File: src/rtl/lpdma_pkg.sv
package lpdma_pkg;
   typedef enum logic [2:0] {
      SEL_RBASE = 3'd0,
      SEL_WBASE = 3'd1,
      SEL_COUNT = 3'd2,
      SEL_MODE  = 3'd3,
      SEL_GO    = 3'd4,
      SEL_CLR   = 3'd5
   } sel_e;

   typedef struct packed {
      logic single;
      logic dec;
   } mode_t;
endpackage

File: src/rtl/lpdma_regs.sv
module lpdma_regs
   import lpdma_pkg::*;
#(
   parameter int AW    = 10,
   parameter int CW    = 16,
   parameter int CFG_W = 16
) (
   input  logic             clk,
   input  logic             rst_n,
   input  logic             cfg_we,
   input  logic [2:0]       cfg_sel,
   input  logic [CFG_W-1:0] cfg_wdata,
   input  logic             busy,
   output logic [AW-1:0]    rbase,
   output logic [AW-1:0]    wbase,
   output logic [CW-1:0]    count,
   output mode_t            mode,
   output logic             start,
   output logic             clr
);
   logic accept;
   assign accept = cfg_we && !busy;
   assign start  = accept && (cfg_sel == SEL_GO) && cfg_wdata[0];
   assign clr    = cfg_we && (cfg_sel == SEL_CLR) && cfg_wdata[0];

   always_ff @(posedge clk) begin
      if (!rst_n) begin
         rbase <= '0;
         wbase <= '0;
         count <= '0;
         mode  <= '0;
      end else if (accept) begin
         case (cfg_sel)
            SEL_RBASE: rbase <= cfg_wdata[AW-1:0];
            SEL_WBASE: wbase <= cfg_wdata[AW-1:0];
            SEL_COUNT: count <= cfg_wdata[CW-1:0];
            SEL_MODE:  mode  <= mode_t'(cfg_wdata[1:0]);
            default: ;
         endcase
      end
   end
endmodule

File: src/rtl/lpdma_agen.sv
module lpdma_agen #(
   parameter int AW = 10
) (
   input  logic          clk,
   input  logic          rst_n,
   input  logic          load,
   input  logic [AW-1:0] base,
   input  logic          dec,
   input  logic          adv,
   output logic [AW-1:0] addr
);
   always_ff @(posedge clk) begin
      if (!rst_n)
         addr <= '0;
      else if (load)
         addr <= base;
      else if (adv)
         addr <= dec ? addr - 1'b1 : addr + 1'b1;
   end
endmodule

File: src/rtl/lpdma_pipe.sv
module lpdma_pipe #(
   parameter int CW = 16,
   parameter int DW = 32
) (
   input  logic          clk,
   input  logic          rst_n,
   input  logic          start,
   input  logic          clr,
   input  logic [CW-1:0] count,
   input  logic          single,
   input  logic [DW-1:0] dp_res,
   output logic          rd_en,
   output logic          wr_en,
   output logic [DW-1:0] result,
   output logic          busy,
   output logic          irq
);
   logic [CW-1:0] left;
   logic          opnd_vld;
   logic          zero_run;

   assign zero_run = !single && (count == '0);
   assign rd_en    = busy && (left != '0);

   always_ff @(posedge clk) begin
      if (!rst_n) begin
         left     <= '0;
         opnd_vld <= 1'b0;
         wr_en    <= 1'b0;
         result   <= '0;
         busy     <= 1'b0;
         irq      <= 1'b0;
      end else if (start) begin
         left     <= single ? CW'(1) : count;
         opnd_vld <= 1'b0;
         wr_en    <= 1'b0;
         busy     <= !zero_run;
         irq      <= zero_run;
      end else begin
         opnd_vld <= rd_en;
         if (rd_en)
            left <= left - CW'(1);
         wr_en <= opnd_vld;
         if (opnd_vld)
            result <= dp_res;
         if (busy && wr_en && !opnd_vld && (left == '0)) begin
            busy <= 1'b0;
            irq  <= 1'b1;
         end else if (clr) begin
            irq <= 1'b0;
         end
      end
   end
endmodule

File: src/rtl/lpdma_top.sv
module lpdma_top
   import lpdma_pkg::*;
#(
   parameter int AW    = 10,
   parameter int DW    = 32,
   parameter int CW    = 16,
   parameter int CFG_W = 16
) (
   input  logic             clk,
   input  logic             rst_n,
   input  logic             cfg_we,
   input  logic [2:0]       cfg_sel,
   input  logic [CFG_W-1:0] cfg_wdata,
   output logic             mem_re,
   output logic [AW-1:0]    mem_raddr,
   input  logic [DW-1:0]    mem_rdata,
   output logic             mem_we,
   output logic [AW-1:0]    mem_waddr,
   output logic [DW-1:0]    mem_wdata,
   output logic [DW-1:0]    dp_opnd,
   input  logic [DW-1:0]    dp_res,
   output logic [DW-1:0]    res_q,
   output logic             busy,
   output logic             irq
);
   localparam int NPORT = 2;

   if (AW < 1 || AW > CFG_W) begin : g_bad_aw
      $error("lpdma_top: AW must lie in 1..CFG_W");
   end
   if (CW < 1 || CW > CFG_W) begin : g_bad_cw
      $error("lpdma_top: CW must lie in 1..CFG_W");
   end
   if (DW < 1) begin : g_bad_dw
      $error("lpdma_top: DW must be positive");
   end

   logic [AW-1:0] rbase_q, wbase_q;
   logic [CW-1:0] count_q;
   mode_t         mode_q;
   logic          start, clr;
   logic          mode_dec;
   logic [DW-1:0] result;

   lpdma_regs #(.AW(AW), .CW(CW), .CFG_W(CFG_W)) u_regs (
      .clk(clk), .rst_n(rst_n), .cfg_we(cfg_we), .cfg_sel(cfg_sel),
      .cfg_wdata(cfg_wdata), .busy(busy), .rbase(rbase_q), .wbase(wbase_q),
      .count(count_q), .mode(mode_q), .start(start), .clr(clr)
   );

   lpdma_pipe #(.CW(CW), .DW(DW)) u_pipe (
      .clk(clk), .rst_n(rst_n), .start(start), .clr(clr), .count(count_q),
      .single(mode_q.single), .dp_res(dp_res), .rd_en(mem_re),
      .wr_en(mem_we), .result(result), .busy(busy), .irq(irq)
   );

   assign mode_dec = mode_q.dec;

   logic [AW-1:0] ag_base [NPORT];
   logic          ag_adv  [NPORT];
   logic [AW-1:0] ag_addr [NPORT];

   assign ag_base[0] = rbase_q;
   assign ag_base[1] = wbase_q;
   assign ag_adv[0]  = mem_re;
   assign ag_adv[1]  = mem_we;

   for (genvar g = 0; g < NPORT; g++) begin : g_agen
      lpdma_agen #(.AW(AW)) u_agen (
         .clk(clk), .rst_n(rst_n), .load(start), .base(ag_base[g]),
         .dec(mode_dec), .adv(ag_adv[g]), .addr(ag_addr[g])
      );
   end

   assign mem_raddr = ag_addr[0];
   assign mem_waddr = ag_addr[1];
   assign dp_opnd   = mem_rdata;
   assign mem_wdata = result;
   assign res_q     = result;
endmodule

File: config.mk
export PLATFORM = sky130hd
export DESIGN_NAME = lpdma_top
export DESIGN_NICKNAME = d
export VERILOG_FILES = /design/src/rtl/lpdma_pkg.sv /design/src/rtl/lpdma_regs.sv /design/src/rtl/lpdma_agen.sv /design/src/rtl/lpdma_pipe.sv /design/src/rtl/lpdma_top.sv
export SDC_FILE = /design/constraint.sdc
export NUM_CORES = 1
export LEC_CHECK = 0
export BUFFER_PORTS_ARGS = -buffer_cell sky130_fd_sc_hd__buf_2
export CAP_MARGIN = 20
export CORE_MARGIN = 2
export CORE_UTILIZATION = 55
export CTS_CLUSTER_SIZE = 25
export DETAILED_ROUTE_END_ITERATION = 6
export PLACE_DENSITY = 0.91
export SLEW_MARGIN = 20
export SYNTH_ARGS = -nofsm -noshare
export SYNTH_HDL_FRONTEND = slang
export SYNTH_HIERARCHICAL = 1
export SYNTH_SLANG_ARGS = --single-unit
File: constraint.sdc
create_clock -name clk -period 3.84 [get_ports clk]
set_clock_uncertainty 0.1 [all_clocks]
set_input_delay 0 -clock clk [delete_from_list [all_inputs] [get_ports clk]]
set_output_delay 0 -clock clk [all_outputs]
set_load 0.01 [all_outputs]
After elaboration in Yosys (flattened, before gate mapping) --
Cells that the tools add are included.
Storage, ports and cells: bits in registers 110, input port bits 86, output and inout bits 120
Operators by class: $add $sub $neg 5, eq/ne operators 5, muxes and demuxes 14, bitwise logic cells 2, reduce and logical (&&, ||, !) cells 28
Operators with widths (count):
- 10-bit 2-to-1 mux | 6
- 16-bit 2-to-1 mux | 3
- 16-bit logical NOT | 2
- 10-bit by 1-bit adder with 10-bit output, second input constant | 2
- 10-bit by 1-bit subtractor with 10-bit output, second input constant | 2
- 16-bit nonzero test | 1
- 16-bit by 1-bit subtractor with 16-bit output, second input constant | 1
- 1-bit logical AND | 10
- 2-bit AND reduction | 5
- 3-bit by 2-bit equality test with 1-bit output, second input constant | 2
- 3-bit equality test, second input constant | 2
- 2-bit nonzero test | 3
- 1-bit 2-to-1 mux | 5
- 1-bit logical NOT | 4
- 3-bit by 1-bit equality test with 1-bit output, second input constant | 1
- 3-bit logical NOT | 1
- 3-bit nonzero test | 1
- 1-bit inverter | 2
- 2-bit OR reduction | 1

Longest topological paths before layout --
word-level depth 6, gate-level depth with buffers 11

Modules after synthesis --
Netlist, hierarchy kept.
By module, submodules not included:
- lpdma_pipe | instances 1, cells an instance 296, area each 2322.2 um2, sequential area each 1041.0 um2
- lpdma_regs | instances 1, cells an instance 149, area each 1477.7 um2, sequential area each 760.7 um2
- lpdma_agen at g_agen[0].u_agen | instances 1, cells an instance 115, area each 900.9 um2, sequential area each 200.2 um2
- lpdma_agen at g_agen[1].u_agen | instances 1, cells an instance 100, area each 832.0 um2, sequential area each 200.2 um2
- lpdma_top | instances 1, cells an instance 64, area each 480.5 um2, sequential area each 0.0 um2

Worst setup path before layout --
Ideal clock, no wire load.
path kind reg2reg, from register u_pipe.busy, to register u_pipe.left[10], arrival time 2420 ps, required time 3670 ps, path slack 1249 ps, stages on the path, launching flop included 8, path buffers 1, clock period less this slack 2591 ps, path through dfxtp_1 nor3_1 inv_1 and3_1 a21oi_1 clkbuf_1 o211ai_1 a21oi_1
On the way: word-level cells in the longest chain between the ends 5
Ends and longest elaborated chain:
- start, declared | RTL line lpdma_pipe.sv:15 | output logic busy,
- start signal, assigned | RTL line lpdma_pipe.sv:37 | busy <= !zero_run;
- 1-bit logical NOT (*) | RTL line lpdma_regs.sv:22 | assign accept = cfg_we && !busy;
- 1-bit logical AND (*) | RTL line lpdma_regs.sv:22
- 1-bit logical AND (*) (2 in a row) | RTL line lpdma_regs.sv:23 | assign start = accept && (cfg_sel == SEL_GO) && cfg_wdata[0];
- named net start | RTL line lpdma_top.sv:41 | logic start, clr;
- 16-bit 2-to-1 mux or 2-bit nonzero test (tied branches)
- end signal, assigned | RTL line lpdma_pipe.sv:34 | left <= single ? CW'(1) : count;
- end signal, assigned | RTL line lpdma_pipe.sv:42 | left <= left - CW'(1);
- end, declared | RTL line lpdma_pipe.sv:18 | logic [CW-1:0] left;
Mark *: on every way through the listed nets, which the timed path passes. The rest lies on a longest branch. A chain may end at the register's enable or synchronous reset.

Final worst setup path --
from input cfg_sel[1], to register u_pipe.left[7]
On the way: word-level cells in the longest chain between the ends 4
Ends and longest elaborated chain:
- start, declared | RTL line lpdma_top.sv:12 | input logic [2:0] cfg_sel,
- 3-bit equality test (*) | RTL line lpdma_regs.sv:23
- 1-bit logical AND (*) (2 in a row) | RTL line lpdma_regs.sv:23
- named net start | RTL line lpdma_top.sv:41
- 16-bit 2-to-1 mux or 2-bit nonzero test (tied branches)
Marks and branches as above.

==> results.md <==
• status: completed
• Max Slew Vio Count: 0
• compound-gate portion of the synthesized area: 17.3%
• Syn. warnings: 6
• Total Die Area: 11800 um2
• most common cell after layout, fill and taps aside: sky130_fd_sc_hd__nand2_1
• H-tree Lvls: 3
• net count after synthesis: 829
• detailed-router iteration count before antenna repair: 5
• number of buffers created by CTS: 9
• number of violations reported at the end of detailed-routing iteration 0: 653
• power density of the placed cells: 302 nW/um2
• ratio of final minimum period to clock period: 66.7%
• initial core utilization: 56.0%
• I/O pins: 206
• Seq/Total Area, Yosys: 36.6%
• cell taking the most area after synthesis: sky130_fd_sc_hd__dfxtp_1
• CTS sink cnt: 110
• GR Util All Layers: 28.3%
• synthesized-area fraction occupied by xor and xnor cells: 2.04%
• TritonCTS clock tree: built
• number of distinct library cell variants in the gate-level netlist after synthesis: 74
• RSZ-0062 raised after global routing: false
• syn_area_per_cell: 8.31 um2
• portion of synthesized cell area occupied by the leading cell type: 36.6%
• Routed Wire Length: 17100 um
• Netlist Area Pre-Place: 6010 um2
• antenna violation net count after detailed routing: 0
• prevailing post-synth register cell: sky130_fd_sc_hd__dfxtp_1
• cell at the root of the clock tree: sky130_fd_sc_hd__clkbuf_8
• largest family of logic cells by synthesized area: simple AND/OR/NAND/NOR gates
• Synth area leaders: sky130_fd_sc_hd__dfxtp_1, sky130_fd_sc_hd__nand2_1, sky130_fd_sc_hd__buf_4
• final number of setup-violating endpoints: 0
• pin count of the biggest net entering global routing: 46
• CP max stage cell: sky130_fd_sc_hd__a21oi_1
• Crit Path Class: input pin to flip-flop
• CTS max path bufs: 2
• peak fanout along the critical path: 44
• sum of negative setup slack: 0 ns
• count of state elements after synthesis: 110
• MaxCap Viol Count: 0
• Clock Latency Late Sink: 0.38 ns
• leakage power total: 3.34 nW
• final layout net count: 975
• multiplexer share of the synthesized area: 7.32%
• floorplan row count: 38
• Port Buffer Count: 141
• Die W: 109 um
• final antenna diode count: 0
• first-pass GRT wire length: 26600 um
• count of unresolved DRC violations after routing: 0
• synthesized-area fraction occupied by and/or/nand/nor cells: 20.5%
• fill cell instance count of the final layout: 807
• clock slew seen by the registers of the worst setup and hold paths: 0.10 ns
• arithmetic-cell share of the synthesized area counting full adders, half adders and majority gates: 4.20%
• post-CTS repair timing setup buffer count: 0
• Worst Path Required: 4.04 ns
• worst slack on hold paths: 0.109 ns
• Worst IR Drop VDD: 0.177 mV
• area of the placeable core: 10700 um2
• cells after synthesis: 724
• via count of the first global-routing pass: 5381
• fraction of registers with async set/reset: 0%
• CP startpoint kind: input pin
• post-detail-place hpwl: 10600 um
• type of the tightest min-delay check: input pin to flip-flop
• worst path arrival time: 2.76 ns
• number of antenna violations at the first check in global routing: 0
• Layout area overhead: 22.4%
• Worst Tran Pin Value: 1.03 ns
• headroom to the max-slew limit: 31.6%
• stage delay of the slowest cell on the critical path: 0.70 ns
• number of failing hold endpoints at the final stage: 0
• share of final-layout standard cells stronger than drive strength 1: 21.8%
• final worst path period need: 2.56 ns
• WL/cell: 16.8 um
• GR Overflow Total: 0
• number of synthesized flops with an enable pin: 0
• overall die height: 109 um
• detailed-route via count: 5827
• endpoint kind of the worst setup timing path: flip-flop
• Routability Congestion: 0.997
• cell chain of the critical path: dlygate4sd3_1 -> buf_2 -> nand4b_1 -> nor3_2 -> buf_4 -> nor2_1 -> a21oi_1 -> nand2_1 -> o21ai_0
• Via-to-Cell Ratio: 5.74
• commonest cells after routing, fill and taps aside: sky130_fd_sc_hd__nand2_1, sky130_fd_sc_hd__buf_2, sky130_fd_sc_hd__dfxtp_1, sky130_fd_sc_hd__dlygate4sd3_1, sky130_fd_sc_hd__a21oi_1
• maximum clock rate: 390 MHz
## synth_stat cells (5+ instances only)
| cell | n |
|---|---|
| sky130_fd_sc_hd__xnor2_1 | 10 |
| sky130_fd_sc_hd__o21a_1 | 5 |
| sky130_fd_sc_hd__a21o_1 | 7 |
| sky130_fd_sc_hd__mux2i_1 | 44 |
| sky130_fd_sc_hd__a21oi_1 | 68 |
| sky130_fd_sc_hd__nand2b_1 | 5 |
| sky130_fd_sc_hd__nor2b_1 | 6 |
| sky130_fd_sc_hd__nor3_1 | 15 |
| sky130_fd_sc_hd__nand3_1 | 13 |
| sky130_fd_sc_hd__ha_1 | 17 |
| sky130_fd_sc_hd__dfxtp_1 | 110 |
| sky130_fd_sc_hd__nor2_1 | 23 |
| sky130_fd_sc_hd__a211oi_1 | 5 |
| sky130_fd_sc_hd__inv_1 | 17 |
| sky130_fd_sc_hd__nor4_1 | 5 |
| sky130_fd_sc_hd__and3_1 | 9 |
| sky130_fd_sc_hd__o21ai_0 | 21 |
| sky130_fd_sc_hd__nand2_1 | 156 |
| sky130_fd_sc_hd__clkbuf_1 | 26 |
| sky130_fd_sc_hd__buf_4 | 64 |
## where the power goes
part | switching (mW) | internal (mW) | total [mW]
clock network | 0.418 | 0.311 | 0.729
registers | 0.0211 | 1.16 | 1.18
logic | 0.160 | 0.150 | 0.311
## final cells by class
cell class | count | area, um2 | area share (%)
Inverter | 19 | 71.3 | 0.969
Sequential cell | 110 | 2200 | 29.9
Clock inverter | 7 | 82.6 | 1.12
Tap cell | 140 | 175 | 2.38
Clock buffer | 9 | 124 | 1.68
Timing Repair Buffer | 233 | 1610 | 21.8
Multi-Input combinational cell | 497 | 3100 | 42.1
## cells by family (layout without fill, tap and decap cells)
logic type | count (synthesis) | in the layout
compound gates | 160 | 160
xor+xnor | 14 | 14
fa+ha+maj | 19 | 19
buf+inv | 117 | 268
flops | 110 | 110
mux | 44 | 44
simple gates | 260 | 260
## state kept, by name, indices dropped and copies added, names as in the netlist
register            cells
u_pipe/opnd_vld         1
u_pipe/busy             1
u_pipe/irq              1
u_regs/rbase           10
g_agen.u_agen/addr     20
u_pipe/left            16
u_pipe/wr_en            1
u_pipe/result          32
u_regs/mode             2
u_regs/count           16
u_regs/wbase           10
## per-stage QoR
step / cell area [um2] / util, % / setup WS (ns) / cells / power (mW)
2_1_floorplan: 6010 / - / 1.25 / 724 / 1.39
3_3_place_gp: 6310 / 58.8 / 1.49 / 915 / 1.43
3_5_place_dp: 6310 / 58.8 / 1.40 / 915 / 1.43
4_1_cts: 7360 / 68.5 / 1.36 / 1015 / 2.22
5_1_grt: 7360 / 68.5 / 1.08 / 1015 / 2.31
6_report: 7360 / 68.5 / 1.28 / 1015 / 2.22
## final timing paths
path                    from              end  slack (ns)  depth (start not counted)
max               cfg_sel[1]   u_pipe/left[7]        1.28                          9
min                   cfg_we       u_pipe/irq        0.11                          6
max reg2reg      u_pipe/busy   u_pipe/left[7]        1.30                          6
min reg2reg  u_regs/rbase[8]  u_regs/rbase[8]        0.37                          2
## critical path: cells and delay by family
family / cells / cell delay, ns
and+or+nand+nor: 4 / 0.71
buffers and inverters: 3 / 1.12
AOI/OAI and AO/OA: 2 / 0.91
## per-layer routing
layer,global-route usage (%),vias up,wire (um)
met5,0,-,0
met4,14.4,0,697
met3,4.40,67,1270
met2,47.9,320,8280
met1,34.9,2687,6800
li1,-,2753,-
## what timing repair did
item,4_1_cts,5_1_grt
endpoints found under the hold margin,101,0
gates resized for setup,0,0
hold buffers,84,0
No activity file was read; power rests on OpenSTA's default activity.
